File: config.mk
export PLATFORM = sky130hd
export DESIGN_NAME = irq_dma_channel
export DESIGN_NICKNAME = d
export VERILOG_FILES = /design/src/rtl/irqdma_pkg.sv /design/src/rtl/irqdma_arb.sv /design/src/rtl/irqdma_ptr.sv /design/src/rtl/irqdma_xfer.sv /design/src/rtl/irq_dma_channel.sv
export SDC_FILE = /design/constraint.sdc
export NUM_CORES = 1
export LEC_CHECK = 0
export CORE_MARGIN = 3
export CORE_UTILIZATION = 41
export CTS_BUF_LIST = sky130_fd_sc_hd__clkbuf_16
export CTS_CLUSTER_SIZE = 20
export DETAILED_ROUTE_END_ITERATION = 10
export PLACE_DENSITY = 0.8
export SLEW_MARGIN = 5
export SYNTH_ARGS = -nofsm -noshare
export SYNTH_HDL_FRONTEND = slang
export SYNTH_SLANG_ARGS = --single-unit
export TNS_END_PERCENT = 30
File: constraint.sdc
create_clock -name clk -period 2.5 [get_ports clk]
set_clock_uncertainty 0.05 [all_clocks]
set_input_delay 0.5 -clock clk [delete_from_list [all_inputs] [get_ports clk]]
set_output_delay 0.5 -clock clk [all_outputs]
set_load 0.005 [all_outputs]
File: src/rtl/irqdma_pkg.sv
package irqdma_pkg;

  typedef enum logic [0:0] {
    ST_IDLE = 1'b0,
    ST_BUS  = 1'b1
  } xfer_state_t;

endpackage

File: src/rtl/irqdma_arb.sv
module irqdma_arb #(
  parameter int PRIO_W = 3
) (
  input  logic              clk,
  input  logic              rst_n,
  input  logic              hw_evt,
  input  logic              sw_set,
  input  logic              armed,
  input  logic              idle,
  input  logic [PRIO_W-1:0] src_prio,
  input  logic [PRIO_W-1:0] cpu_prio,
  input  logic              instr_end,
  input  logic              top_busy,
  output logic              grant,
  output logic              pend
);

  logic pend_q, pend_d;
  logic prio_ok;

  always_comb begin
    prio_ok = (src_prio >= cpu_prio);
    grant   = pend_q & armed & idle & instr_end & ~top_busy & prio_ok;
    pend_d  = (pend_q & ~grant) | hw_evt | sw_set;
  end

  always_ff @(posedge clk or negedge rst_n) begin
    if (!rst_n) pend_q <= 1'b0;
    else        pend_q <= pend_d;
  end

  assign pend = pend_q;

  // a grant with no fresh event leaves nothing pending
  assert_one_per_event_R3: assert property (@(posedge clk) disable iff (!rst_n)
    (grant && !hw_evt && !sw_set) |=> !pend_q);

endmodule

File: src/rtl/irqdma_ptr.sv
module irqdma_ptr #(
  parameter int              ADDR_W = 16,
  parameter int              CNT_W  = 16,
  parameter int              PTR_W  = 8,
  parameter logic [PTR_W-1:0] RF_TOP = 8'hDF
) (
  input  logic              clk,
  input  logic              rst_n,
  input  logic              idle,
  input  logic              cfg_load,
  input  logic [ADDR_W-1:0] cfg_addr,
  input  logic [CNT_W-1:0]  cfg_count,
  input  logic [PTR_W-1:0]  cfg_cnt_ptr,
  input  logic [PTR_W-1:0]  cfg_adr_ptr,
  input  logic              step,
  input  logic              irq_ack,
  output logic [ADDR_W-1:0] addr,
  output logic              armed,
  output logic              space,
  output logic              seg_sel,
  output logic              eob_pend,
  output logic              reject
);

  localparam logic [ADDR_W-1:0] ADDR_ONE = ADDR_W'(1);
  localparam logic [CNT_W-1:0]  CNT_ONE  = CNT_W'(1);
  localparam logic [CNT_W-1:0]  CNT_ZERO = '0;

  logic [ADDR_W-1:0] addr_q, addr_d;
  logic [CNT_W-1:0]  cnt_q, cnt_d;
  logic armed_q, armed_d, space_q, space_d, seg_q, seg_d;
  logic eob_q, eob_d, rej_q, rej_d;
  logic ptr_ok, load_acc, load_bad, last, zero_load, finish;

  always_comb begin
    ptr_ok    = (cfg_cnt_ptr <= RF_TOP) && (cfg_adr_ptr <= RF_TOP);
    load_acc  = cfg_load & idle & ptr_ok;
    load_bad  = cfg_load & idle & ~ptr_ok;
    last      = (cnt_q == CNT_ONE);
    zero_load = load_acc & (cfg_count == CNT_ZERO);
    finish    = step & last;

    addr_d  = addr_q;
    cnt_d   = cnt_q;
    armed_d = armed_q;
    space_d = space_q;
    seg_d   = seg_q;
    eob_d   = eob_q;
    rej_d   = load_bad;

    if (load_acc) begin
      addr_d  = cfg_addr;
      cnt_d   = cfg_count;
      armed_d = ~zero_load;
      space_d = cfg_cnt_ptr[0];
      seg_d   = cfg_adr_ptr[0];
    end else if (step) begin
      addr_d = addr_q + ADDR_ONE;
      cnt_d  = cnt_q - CNT_ONE;
      if (last) armed_d = 1'b0;
    end

    if (zero_load || finish)   eob_d = 1'b1;
    else if (irq_ack || load_acc) eob_d = 1'b0;
  end

  always_ff @(posedge clk or negedge rst_n) begin
    if (!rst_n) begin
      addr_q  <= '0;
      cnt_q   <= '0;
      armed_q <= 1'b0;
      space_q <= 1'b0;
      seg_q   <= 1'b0;
      eob_q   <= 1'b0;
      rej_q   <= 1'b0;
    end else begin
      addr_q  <= addr_d;
      cnt_q   <= cnt_d;
      armed_q <= armed_d;
      space_q <= space_d;
      seg_q   <= seg_d;
      eob_q   <= eob_d;
      rej_q   <= rej_d;
    end
  end

  assign addr     = addr_q;
  assign armed    = armed_q;
  assign space    = space_q;
  assign seg_sel  = seg_q;
  assign eob_pend = eob_q;
  assign reject   = rej_q;

  assert_addr_step_R3: assert property (@(posedge clk) disable iff (!rst_n)
    step |=> (addr_q == $past(addr_q) + ADDR_ONE));

  assert_disarm_at_end_R7: assert property (@(posedge clk) disable iff (!rst_n)
    (step && last) |=> (!armed_q && eob_q));

  assert_eob_hold_R8: assert property (@(posedge clk) disable iff (!rst_n)
    (eob_q && !irq_ack && !cfg_load) |=> eob_q);

  assert_reject_keeps_state_R10: assert property (@(posedge clk) disable iff (!rst_n)
    rej_q |-> (armed_q == $past(armed_q)));

endmodule

File: src/rtl/irqdma_xfer.sv
module irqdma_xfer
  import irqdma_pkg::*;
#(
  parameter int ADDR_W = 16,
  parameter int SEG_W  = 8,
  parameter int DATA_W = 8
) (
  input  logic                    clk,
  input  logic                    rst_n,
  input  logic                    grant,
  input  logic                    rx_mode,
  input  logic                    space,
  input  logic                    seg_sel,
  input  logic [SEG_W-1:0]        seg_a,
  input  logic [SEG_W-1:0]        seg_b,
  input  logic [ADDR_W-1:0]       addr,
  input  logic [DATA_W-1:0]       periph_rdata,
  input  logic                    bus_ack,
  input  logic [DATA_W-1:0]       bus_rdata,
  output logic                    bus_req,
  output logic                    bus_we,
  output logic                    bus_space,
  output logic [SEG_W+ADDR_W-1:0] bus_addr,
  output logic [DATA_W-1:0]       bus_wdata,
  output logic                    periph_we,
  output logic [DATA_W-1:0]       periph_wdata,
  output logic                    step,
  output logic                    idle
);

  xfer_state_t       state_q, state_d;
  logic              dir_q, dir_d;
  logic [DATA_W-1:0] data_q, data_d;
  logic              pwe_q, pwe_d;
  logic [DATA_W-1:0] pwd_q, pwd_d;

  always_comb begin
    state_d = state_q;
    dir_d   = dir_q;
    data_d  = data_q;
    step    = 1'b0;
    unique case (state_q)
      ST_IDLE: if (grant) begin
        state_d = ST_BUS;
        dir_d   = rx_mode;
        data_d  = periph_rdata;
      end
      ST_BUS: if (bus_ack) begin
        state_d = ST_IDLE;
        step    = 1'b1;
      end
      default: state_d = ST_IDLE;
    endcase
    pwe_d = step & ~dir_q;
    pwd_d = (step & ~dir_q) ? bus_rdata : pwd_q;
  end

  always_ff @(posedge clk or negedge rst_n) begin
    if (!rst_n) begin
      state_q <= ST_IDLE;
      dir_q   <= 1'b0;
      data_q  <= '0;
      pwe_q   <= 1'b0;
      pwd_q   <= '0;
    end else begin
      state_q <= state_d;
      dir_q   <= dir_d;
      data_q  <= data_d;
      pwe_q   <= pwe_d;
      pwd_q   <= pwd_d;
    end
  end

  assign idle         = (state_q == ST_IDLE);
  assign bus_req      = (state_q == ST_BUS);
  assign bus_we       = dir_q;
  assign bus_space    = space;
  assign bus_addr     = {(seg_sel ? seg_b : seg_a), addr};
  assign bus_wdata    = data_q;
  assign periph_we    = pwe_q;
  assign periph_wdata = pwd_q;

  assert_req_hold_R3: assert property (@(posedge clk) disable iff (!rst_n)
    (bus_req && !bus_ack) |=> (bus_req && $stable(bus_addr)));

  assert_tx_pulse_R4: assert property (@(posedge clk) disable iff (!rst_n)
    periph_we |-> $past(bus_req && bus_ack && !bus_we));

endmodule

File: src/rtl/irq_dma_channel.sv
module irq_dma_channel #(
  parameter int              ADDR_W = 16,
  parameter int              CNT_W  = 16,
  parameter int              DATA_W = 8,
  parameter int              SEG_W  = 8,
  parameter int              PRIO_W = 3,
  parameter int              PTR_W  = 8,
  parameter logic [PTR_W-1:0] RF_TOP = 8'hDF
) (
  input  logic                    clk,
  input  logic                    rst_n,
  input  logic                    cfg_load,
  input  logic [ADDR_W-1:0]       cfg_addr,
  input  logic [CNT_W-1:0]        cfg_count,
  input  logic [PTR_W-1:0]        cfg_cnt_ptr,
  input  logic [PTR_W-1:0]        cfg_adr_ptr,
  output logic                    cfg_reject,
  input  logic                    periph_evt,
  input  logic                    soft_pend,
  input  logic                    periph_rx,
  input  logic [DATA_W-1:0]       periph_rdata,
  output logic [DATA_W-1:0]       periph_wdata,
  output logic                    periph_we,
  input  logic [PRIO_W-1:0]       src_prio,
  input  logic [PRIO_W-1:0]       cpu_prio,
  input  logic                    instr_end,
  input  logic                    top_busy,
  input  logic [SEG_W-1:0]        seg_a,
  input  logic [SEG_W-1:0]        seg_b,
  output logic                    bus_req,
  output logic                    bus_we,
  output logic                    bus_space,
  output logic [SEG_W+ADDR_W-1:0] bus_addr,
  output logic [DATA_W-1:0]       bus_wdata,
  input  logic                    bus_ack,
  input  logic [DATA_W-1:0]       bus_rdata,
  input  logic                    eob_irq_en,
  input  logic                    irq_ack,
  output logic                    eob_irq
);

  logic              grant, pend, armed, idle, step;
  logic              space, seg_sel, eob_pend;
  logic [ADDR_W-1:0] addr;

  irqdma_arb #(.PRIO_W(PRIO_W)) u_arb (
    .clk       (clk),
    .rst_n     (rst_n),
    .hw_evt    (periph_evt),
    .sw_set    (soft_pend),
    .armed     (armed),
    .idle      (idle),
    .src_prio  (src_prio),
    .cpu_prio  (cpu_prio),
    .instr_end (instr_end),
    .top_busy  (top_busy),
    .grant     (grant),
    .pend      (pend)
  );

  irqdma_ptr #(
    .ADDR_W(ADDR_W), .CNT_W(CNT_W), .PTR_W(PTR_W), .RF_TOP(RF_TOP)
  ) u_ptr (
    .clk         (clk),
    .rst_n       (rst_n),
    .idle        (idle),
    .cfg_load    (cfg_load),
    .cfg_addr    (cfg_addr),
    .cfg_count   (cfg_count),
    .cfg_cnt_ptr (cfg_cnt_ptr),
    .cfg_adr_ptr (cfg_adr_ptr),
    .step        (step),
    .irq_ack     (irq_ack),
    .addr        (addr),
    .armed       (armed),
    .space       (space),
    .seg_sel     (seg_sel),
    .eob_pend    (eob_pend),
    .reject      (cfg_reject)
  );

  irqdma_xfer #(
    .ADDR_W(ADDR_W), .SEG_W(SEG_W), .DATA_W(DATA_W)
  ) u_xfer (
    .clk          (clk),
    .rst_n        (rst_n),
    .grant        (grant),
    .rx_mode      (periph_rx),
    .space        (space),
    .seg_sel      (seg_sel),
    .seg_a        (seg_a),
    .seg_b        (seg_b),
    .addr         (addr),
    .periph_rdata (periph_rdata),
    .bus_ack      (bus_ack),
    .bus_rdata    (bus_rdata),
    .bus_req      (bus_req),
    .bus_we       (bus_we),
    .bus_space    (bus_space),
    .bus_addr     (bus_addr),
    .bus_wdata    (bus_wdata),
    .periph_we    (periph_we),
    .periph_wdata (periph_wdata),
    .step         (step),
    .idle         (idle)
  );

  assign eob_irq = eob_pend & eob_irq_en & (src_prio >= cpu_prio);

  assert_req_at_boundary_R2: assert property (@(posedge clk) disable iff (!rst_n)
    $rose(bus_req) |-> $past(instr_end && !top_busy && (src_prio >= cpu_prio)));

  assert_req_needs_pend_R1: assert property (@(posedge clk) disable iff (!rst_n)
    $rose(bus_req) |-> $past(pend && armed));

endmodule

Yosys cells after proc, flatten, opt, wreduce, memory -nomap -nowiden
Cells that the tools add are included.

Bits in registers: 57. Input port bits: 97. Output and inout port bits: 46. Logic and storage cells: 65.

$add $sub $neg: 2. $lt $le $gt $ge: 3. Equality and inequality tests: 1. Mux-type cells: 15. Bitwise gates (word level): 22. Reductions and logical operators: 9.

Operators with widths (number): 16-bit two-way mux (4); 16-bit by 1-bit adder with 16-bit output (second input constant) (1); 16-bit by 1-bit == test with 1-bit output (second input constant) (1); 8-bit <= comparator (second input constant) (2); 16-bit zero test (1); 16-bit by 1-bit subtractor with 16-bit output (second input constant) (1); 1-bit AND (14); 1-bit two-way mux (9); 8-bit two-way mux (1); 1-bit inverter (6); 2-bit nonzero test (3); 2-bit AND reduction (2); 3-bit >= comparator (1); 1-bit logical OR (2); 1-bit bitwise OR (2); 1-bit case mux with 2 select lines (1); 1-bit logical AND (1).

Depth between registers and ports, before layout
Gate-level depths: netlist of run 1.

Word-level depth: 9. Depth in mapped cells: 7. Gate-level depth less buffers: 6.

Modules after synthesis
A second synthesis of run 1 with hierarchy kept.

Cell total of the unflattened synthesis: 325. Area total of the unflattened synthesis: 3201.8 um^2.

Modules (own cells, without submodules): irqdma_ptr (times used 1, cells each 228, area each 2008.2 um^2); irqdma_xfer (times used 1, cells each 70, area each 985.9 um^2); irqdma_arb (times used 1, cells each 16, area each 130.1 um^2); irq_dma_channel (times used 1, cells each 11, area each 77.6 um^2).

Worst setup path before layout of run 1
No wires, ideal clock.

Path kind: input to register. From: in src_prio[0]. To: reg u_xfer.data_q[1], in the netlist u_xfer.bus_wdata[1]. Library setup time: 0.125 ns. Arrival time: 2.018 ns. Path slack: 0.308 ns. Cell stages on the path: 7. Buffers on the path: 1. Cell sequence: inv_1 ha_1 nand2b_1 a211oi_1 or3_1 clkbuf_1 mux2_2.

Cells in the longest elaborated chain, start to end: 3.

RTL lines: start, declared (line irq_dma_channel.sv:24) `input logic [PRIO_W-1:0] src_prio,`; 3-bit >= comparator (line irqdma_arb.sv:22) `prio_ok = (src_prio >= cpu_prio);`; 1-bit AND (line irqdma_arb.sv:23) `grant = pend_q & armed & idle & instr_end & ~top_busy & prio_ok;`; 2-bit AND reduction (no line); end signal, assigned (line irqdma_xfer.sv:68) `data_q <= data_d;`; end, declared (line irqdma_xfer.sv:33) `logic [DATA_W-1:0] data_q, data_d;`.

No other way between the ends. A chain may end at the register's enable or synchronous reset.

Worst setup path in the final report of run 1
From: in src_prio[0]. To: out eob_irq.

Cells in the longest elaborated chain, start to end: 2.

RTL lines: 3-bit >= comparator (line irq_dma_channel.sv:108) `assign eob_irq = eob_pend & eob_irq_en & (src_prio >= cpu_prio);`; 1-bit AND (line irq_dma_channel.sv:108); end, declared (line irq_dma_channel.sv:39) `output logic eob_irq`.

No other way between the ends.

==> results of run 1 <==
## cell usage after synthesis, types with 3 or more instances
master,number
dfrtp_1,57
nand2_1,39
mux2_2,25
nand3_1,18
o21ai_0,16
nor2_1,13
inv_1,11
o311ai_0,11
clkbuf_1,10
nand4_1,7
nor3_1,7
o211ai_1,7
ha_1,6
nor4_1,6
a221o_1,5
a21o_1,4
and3_1,4
or3_1,4
or4_1,4
xnor2_1,4
or3b_2,3
## logic make-up (layout without fill, tap and decap cells)
kind of cell | count (synthesis) | in the layout | synth area share, %
buf+inv | 23 | 173 | 2.931
compound gates | 59 | 59 | 14.62
xor+xnor | 6 | 6 | 1.759
flops | 57 | 57 | 47.74
mux | 27 | 27 | 10.09
simple gates | 117 | 117 | 20.35
fa+ha+maj | 6 | 6 | 2.512
## how the worst max path moves through the flow
stage	startpoint	endpoint	cells after the start
2_1_floorplan	src_prio[0]	u_xfer.bus_wdata[1]$_DFFE_PN0P_	7
3_3_place_gp	src_prio[0]	eob_irq	7
3_5_place_dp	src_prio[0]	eob_irq	7
4_1_cts	src_prio[0]	eob_irq	7
5_1_grt	src_prio[0]	eob_irq	7
6_report	src_prio[0]	eob_irq	7
## where the power goes
| part | internal [mW] | switching [mW] | total (mW) |
|---|---|---|---|
| Clock | 0.749 | 0.386 | 1.13 |
| Sequential | 1.34 | 0.428 | 1.77 |
| Combinational | 1.17 | 0.696 | 1.87 |
| Total | 3.26 | 1.51 | 4.77 |
## worst register-to-register path, cell delays in order, from the launching register on
cell,delay (ns)
dfrtp_1,0.41
or4_4,0.55
or2_0,0.37
o311a_1,0.38
a221o_1,0.26
## routing by layer
layer / up-vias / track usage [%]
li1: 1402 / -
met3: 11 / 4.722
met1: 1390 / 25.82
met2: 105 / 36.36
met5: - / 0
met4: 0 / 7.161
## final cells by class
| type | instances | area, um2 |
|---|---|---|
| fill | 563 | 2147 |
| clock inverter | 6 | 51.30 |
| timing repair buffer | 147 | 1446 |
| tap | 96 | 120.1 |
| sequential | 57 | 1426 |
| multi-input combinational | 215 | 1486 |
| clock buffer | 9 | 225.2 |
| inverter | 11 | 41.29 |
## repair_timing
item / in CTS / in global routing
buffers inserted: 0 / 0
setup endpoints to repair: 1 / 0
gates resized for setup: 4 / 0
## state kept, by name, indices dropped and copies added, names as in the netlist
name,count
u_arb.pend,1
u_ptr.addr,16
u_ptr.armed,1
u_ptr.cnt_q,16
u_ptr.eob_pend,1
u_ptr.reject,1
u_ptr.seg_sel,1
u_ptr.space,1
u_xfer.bus_req,1
u_xfer.bus_wdata,8
u_xfer.bus_we,1
u_xfer.periph_wdata,8
u_xfer.periph_we,1
==> impl_metrics.toml, run 1 <==
[grt]
vias_in_the_first_global_route = 2965
first_pass_grt_wire_length_mm = 14.33
maximum_number_of_pins_on_one_net_before_global_route_repair = 58
globalRouteOverflowTotal = 0
track_usage_pct = 21.04
antenna_found_initial = 0

[final_layout]
postLayoutCoreUtil_pct = 69.08
design_area_mm2 = 0.004797
finalNonFillerCells = 541
finalNetCount = 544
number_of_antenna_diodes = 0
final_common_cell = "clkdlybuf4s50_1"
synthToLayoutAreaGrowth_pct = 60.55
layout_common_cells = "clkdlybuf4s50_1 (132), dfrtp_1 (57), nand2_1 (39), mux2_2 (25), nand3_1 (18)"
layout_cells_sized_above_1_pct = 13.71

[cts]
num_cts_buffers = 9
ctsHtreeMaxLevel = 3
clock_sink_count = 57
clk_pin_slew_ns = 0.05
tritoncts = "yes"
clk_path_buf_depth = 2
insertion_delay_ns = 0.31
postCtsHoldBufs = 0
cts_root_buffer = "clkbuf_16"

[synthesis]
syn-mean-instance-area_um2 = 10.13
ys_types = 48
synth-edff-count = 0
syn-cell-area_mm2 = 0.002988
yosysSeqAreaShare_pct = 47.74
ys_warn_count = 0
yosysTopAreaCell = "dfrtp_1"
synth_top_cells_by_area = "dfrtp_1 (48%), mux2_2 (9.4%), nand2_1 (4.9%)"
yosysTopAreaCellShare_pct = 47.74
synth_nets = 398
synth-main-ff-cell = "dfrtp_1"
synthesis.instances = 295
postSynthRegisterBits = 57
async_flop_share_pct = 100.0

[route]
dr_wl_met2_mm = 4.334
maxUsedRoutingLayer = "met4"
drt_pass1_iterations = 4
route.detailed.wl_per_inst_um = 15.90
wirelength_mm = 8.601
detail_route.iter0.violations = 114
met3WireLength_um = 496
drt_drc_violations_left = 0
detail_route.vias_per_cell = 5.375
met1Wirelength_mm = 3.644
number_of_vias_after_detailed_routing = 2908
antenna_left = 0

[critical_path]
arrival_ns = 1.88
r2r_start = "u_ptr.cnt_q[7]$_DFFE_PN0P_"
crit_family = "buffers and inverters"
cpMaxStageDelayCell = "clkdlybuf4s50_1"
worstRegToRegCells = 4
crit_path_cell_trace = "clkdlybuf4s50_1, inv_1, ha_1, nand2b_4, a211oi_2, nor3_1, clkdlybuf4s15_1"
critical_path_peak_fanout = 2
critPathBufInv = 3
setup.worst_path.end_class = "primary output"
critical_path.max_stage_delay_ns = 0.45
data_required_time_of_the_critical_path_ns = 1.95
worst_setup_path_start_kind = "input pin"
regToRegEndpoint = "u_ptr.cnt_q[12]$_DFFE_PN0P_"
setup.reg_to_reg.worst_slack_ns = 0.35
kind_of_critical_path = "in -> out"

[die]
placeableCoreArea_mm2 = 0.006944
fp.dieW_um = 91.37
design.die.area_mm2 = 0.008348
start_util_pct = 43.03
std_cell_rows = 30
die_height_um = 91.37
top_level_pins = 143

[timing]
setup_repair_after_global_routing_missed_its_margin = "no"
timing.final.crit_period_ns = 2.427
final-setup-viol-count = 0
totalNegativeSetupSlack_ns = 0
relSlewSlack_pct = 48.67
period_share_pct = 97.07
report.final.hold_viol_count = 0
worst_slew_pin_slew_ns = 0.7664
max_slew_violations = 0
final_critical_path_setup_slack_ns = 0.07328
achievable-frequency_mhz = 412.1
hold_ws_ns = 0.2779

[placement]
gp_congestion = 0.8352
dp_hpwl_mm = 6.628
placedInstanceArea_mm2 = 0.004508
dp.cells = 526
placement.setup.worst_slack_ns = -0.3494
numPortBuffers = 134

[outcome]
status = "finished clean"

[pwr]
cellLeakagePower_nw = 1.973
cell_area_power_density_mw_per_mm2 = 994.1
irDropWorstVdd_mv = 0.5661
fin_total_pwr_mw = 4.769

[run]
max_cap_viol_count = 0

[hold_path]
hold_class = "in -> async"
Power figures use the tool's default switching activity.
==> run 2, diff against run 1 <==
Settings changed: CTS_CLUSTER_DIAMETER set to 120.
==> results of run 2 <==
The final DEF is identical to that of run 1; final timing and power are the same.
==> run 3, diff against run 2 <==
Settings changed: CORE_UTILIZATION 41 to 55, DONT_BUFFER_PORTS set to 1, PLACE_DENSITY 0.8 to 0.69.
==> run 3 against run 2 <==
Effect of this change: non-clock buffer count down 137; critical path depth shrank 3; sequential share of layout area grew 12 points; die area is 24% lower; global-route usage rose by 3.2 points; flip-flop and latch count did not move; power is 15% lower; design area shrank 29%; largest cell class unchanged.
==> impl_metrics.toml, run 3 (synthesized netlist as in run 1, its figures left out) <==
[grt]
first_pass_grt_wire_length_mm = 11.67
maximum_number_of_pins_on_one_net_before_global_route_repair = 58
vias_in_the_first_global_route = 2405
track_usage_pct = 24.25
antenna_found_initial = 0
globalRouteOverflowTotal = 0

[timing]
setup_repair_after_global_routing_missed_its_margin = "no"
timing.final.crit_period_ns = 2.120
relSlewSlack_pct = 51.63
worst_slew_pin_slew_ns = 0.7221
totalNegativeSetupSlack_ns = 0
final_critical_path_setup_slack_ns = 0.3801
period_share_pct = 84.79
report.final.hold_viol_count = 0
achievable-frequency_mhz = 471.7
max_slew_violations = 0
final-setup-viol-count = 0

[critical_path]
setup.worst_path.end_class = "flip-flop"
data_required_time_of_the_critical_path_ns = 2.66
critPathBufInv = 0
worst_setup_path_start_kind = "flip-flop"
crit_family = "simple AND/OR/NAND/NOR gates"
crit_path_cell_trace = "or4_4, or2_0, o311a_1, a221o_1"
kind_of_critical_path = "reg -> reg"
critical_path_peak_fanout = 8
worstRegToRegCells = 4
critical_path.max_stage_delay_ns = 0.55
arrival_ns = 2.28
cpMaxStageDelayCell = "or4_4"
critical_path_depth = 4

[pwr]
cell_area_power_density_mw_per_mm2 = 1188
cellLeakagePower_nw = 1.430
irDropWorstVdd_mv = 0.5834

[route]
drt_pass1_iterations = 7
antenna_left = 0
detail_route.vias_per_cell = 6.346
drt_drc_violations_left = 0
detail_route.iter0.violations = 142
number_of_vias_after_detailed_routing = 2405
wirelength_mm = 7.181
route.detailed.wl_per_inst_um = 18.95

[die]
fp.dieW_um = 79.71
die_height_um = 79.71
top_level_pins = 143
start_util_pct = 57.76
std_cell_rows = 26
placeableCoreArea_mm2 = 0.005172
design.die.area_mm2 = 0.006353

[cts]
insertion_delay_ns = 0.33
cts_setup_buffers = 0
ctsHtreeMaxLevel = 3
clock_sink_count = 57
tritoncts = "yes"
clk_path_buf_depth = 2
num_cts_buffers = 9
clk_pin_slew_ns = 0.05
cts_root_buffer = "clkbuf_16"

[final_layout]
postLayoutCoreUtil_pct = 66.18
layout_common_cells = "dfrtp_1 (57), nand2_1 (39), mux2_2 (25), nand3_1 (18), o21ai_0 (16)"
design_area_mm2 = 0.003423
finalNetCount = 407
final_common_cell = "dfrtp_1"
number_of_antenna_diodes = 0
fill_cells = 379
layout_cells_sized_above_1_pct = 18.77
synthToLayoutAreaGrowth_pct = 14.57

[run]
max_cap_viol_count = 0

[placement]
placement.setup.worst_slack_ns = 0.2586
placedInstanceArea_mm2 = 0.003089
gp_congestion = 0.8008
numPortBuffers = 0
dp_hpwl_mm = 5.361

[hold_path]
hold_depth = 2
hold_class = "in -> reg"

[outcome]
status = "finished clean"
[run 3: cell types whose count changed in the layout (fill, tap and decap cells not counted), moves of 2 or more]
cell,change
buf_4,-4
clkdlybuf4s50_1,-132
clkinv_1,-2
clkinvlp_4,+3
[run 3: worst paths after layout]
check | start | slack, ns | end
worst max register to register | u_ptr.cnt_q[7]$_DFFE_PN0P_ | 0.38 | u_ptr.cnt_q[12]$_DFFE_PN0P_
worst max-delay path | u_ptr.cnt_q[7]$_DFFE_PN0P_ | 0.38 | u_ptr.cnt_q[12]$_DFFE_PN0P_
worst min-delay path | cfg_cnt_ptr[0] | 0.23 | u_ptr.space$_DFFE_PN0P_
min in group asynchronous | rst_n | 0.66 | u_xfer.bus_wdata[2]$_DFFE_PN0P_
worst min register to register | u_ptr.space$_DFFE_PN0P_ | 0.46 | u_ptr.space$_DFFE_PN0P_
max in group asynchronous | rst_n | 1.50 | u_xfer.bus_req$_DFF_PN0_
[run 3: metrics by stage]
step	hold slack, ns	total power [mW]	std cells
after floorplan	0.1544	2.543	295
after global placement	0.1556	2.807	361
after detailed placement	0.1557	2.869	361
after CTS	0.2252	4.099	379
after global routing	0.2209	4.364	379
final	0.2317	4.068	379
[run 3: report_power, final]
group / switching [mW] / internal [mW]
clock network: 0.421 / 0.767
logic: 0.505 / 0.537
registers: 0.497 / 1.34
total: 1.42 / 2.64
[run 3: area by class of cell]
type	count	area (um2)	share of cell area [%]
clock buffers	9	225.2	6.579
inverters	11	41.29	1.206
multi-input cells	215	1474	43.06
well taps	70	87.58	2.558
repair buffers	10	97.59	2.851
flip-flops and latches	57	1426	41.67
clock inverters	7	71.32	2.083
[run 3: per-layer routing]
metal	GRT usage (%)	vias to the layer above	wire length [um]	share of wire [%]
li1	-	1132	-	-
met1	30.70	1154	3006	42
met2	37.56	111	3450	48
met3	9.142	8	624	8.7
met4	9.450	0	99	1.4
met5	0	-	0	0
[run 3: timing repair]
| item | in CTS | in global routing |
|---|---|---|
| endpoints found under the setup margin | 0 | 0 |
| hold endpoints to repair | 57 | 0 |
| resized for setup | 0 | 0 |
| hold buffers | 2 | 0 |
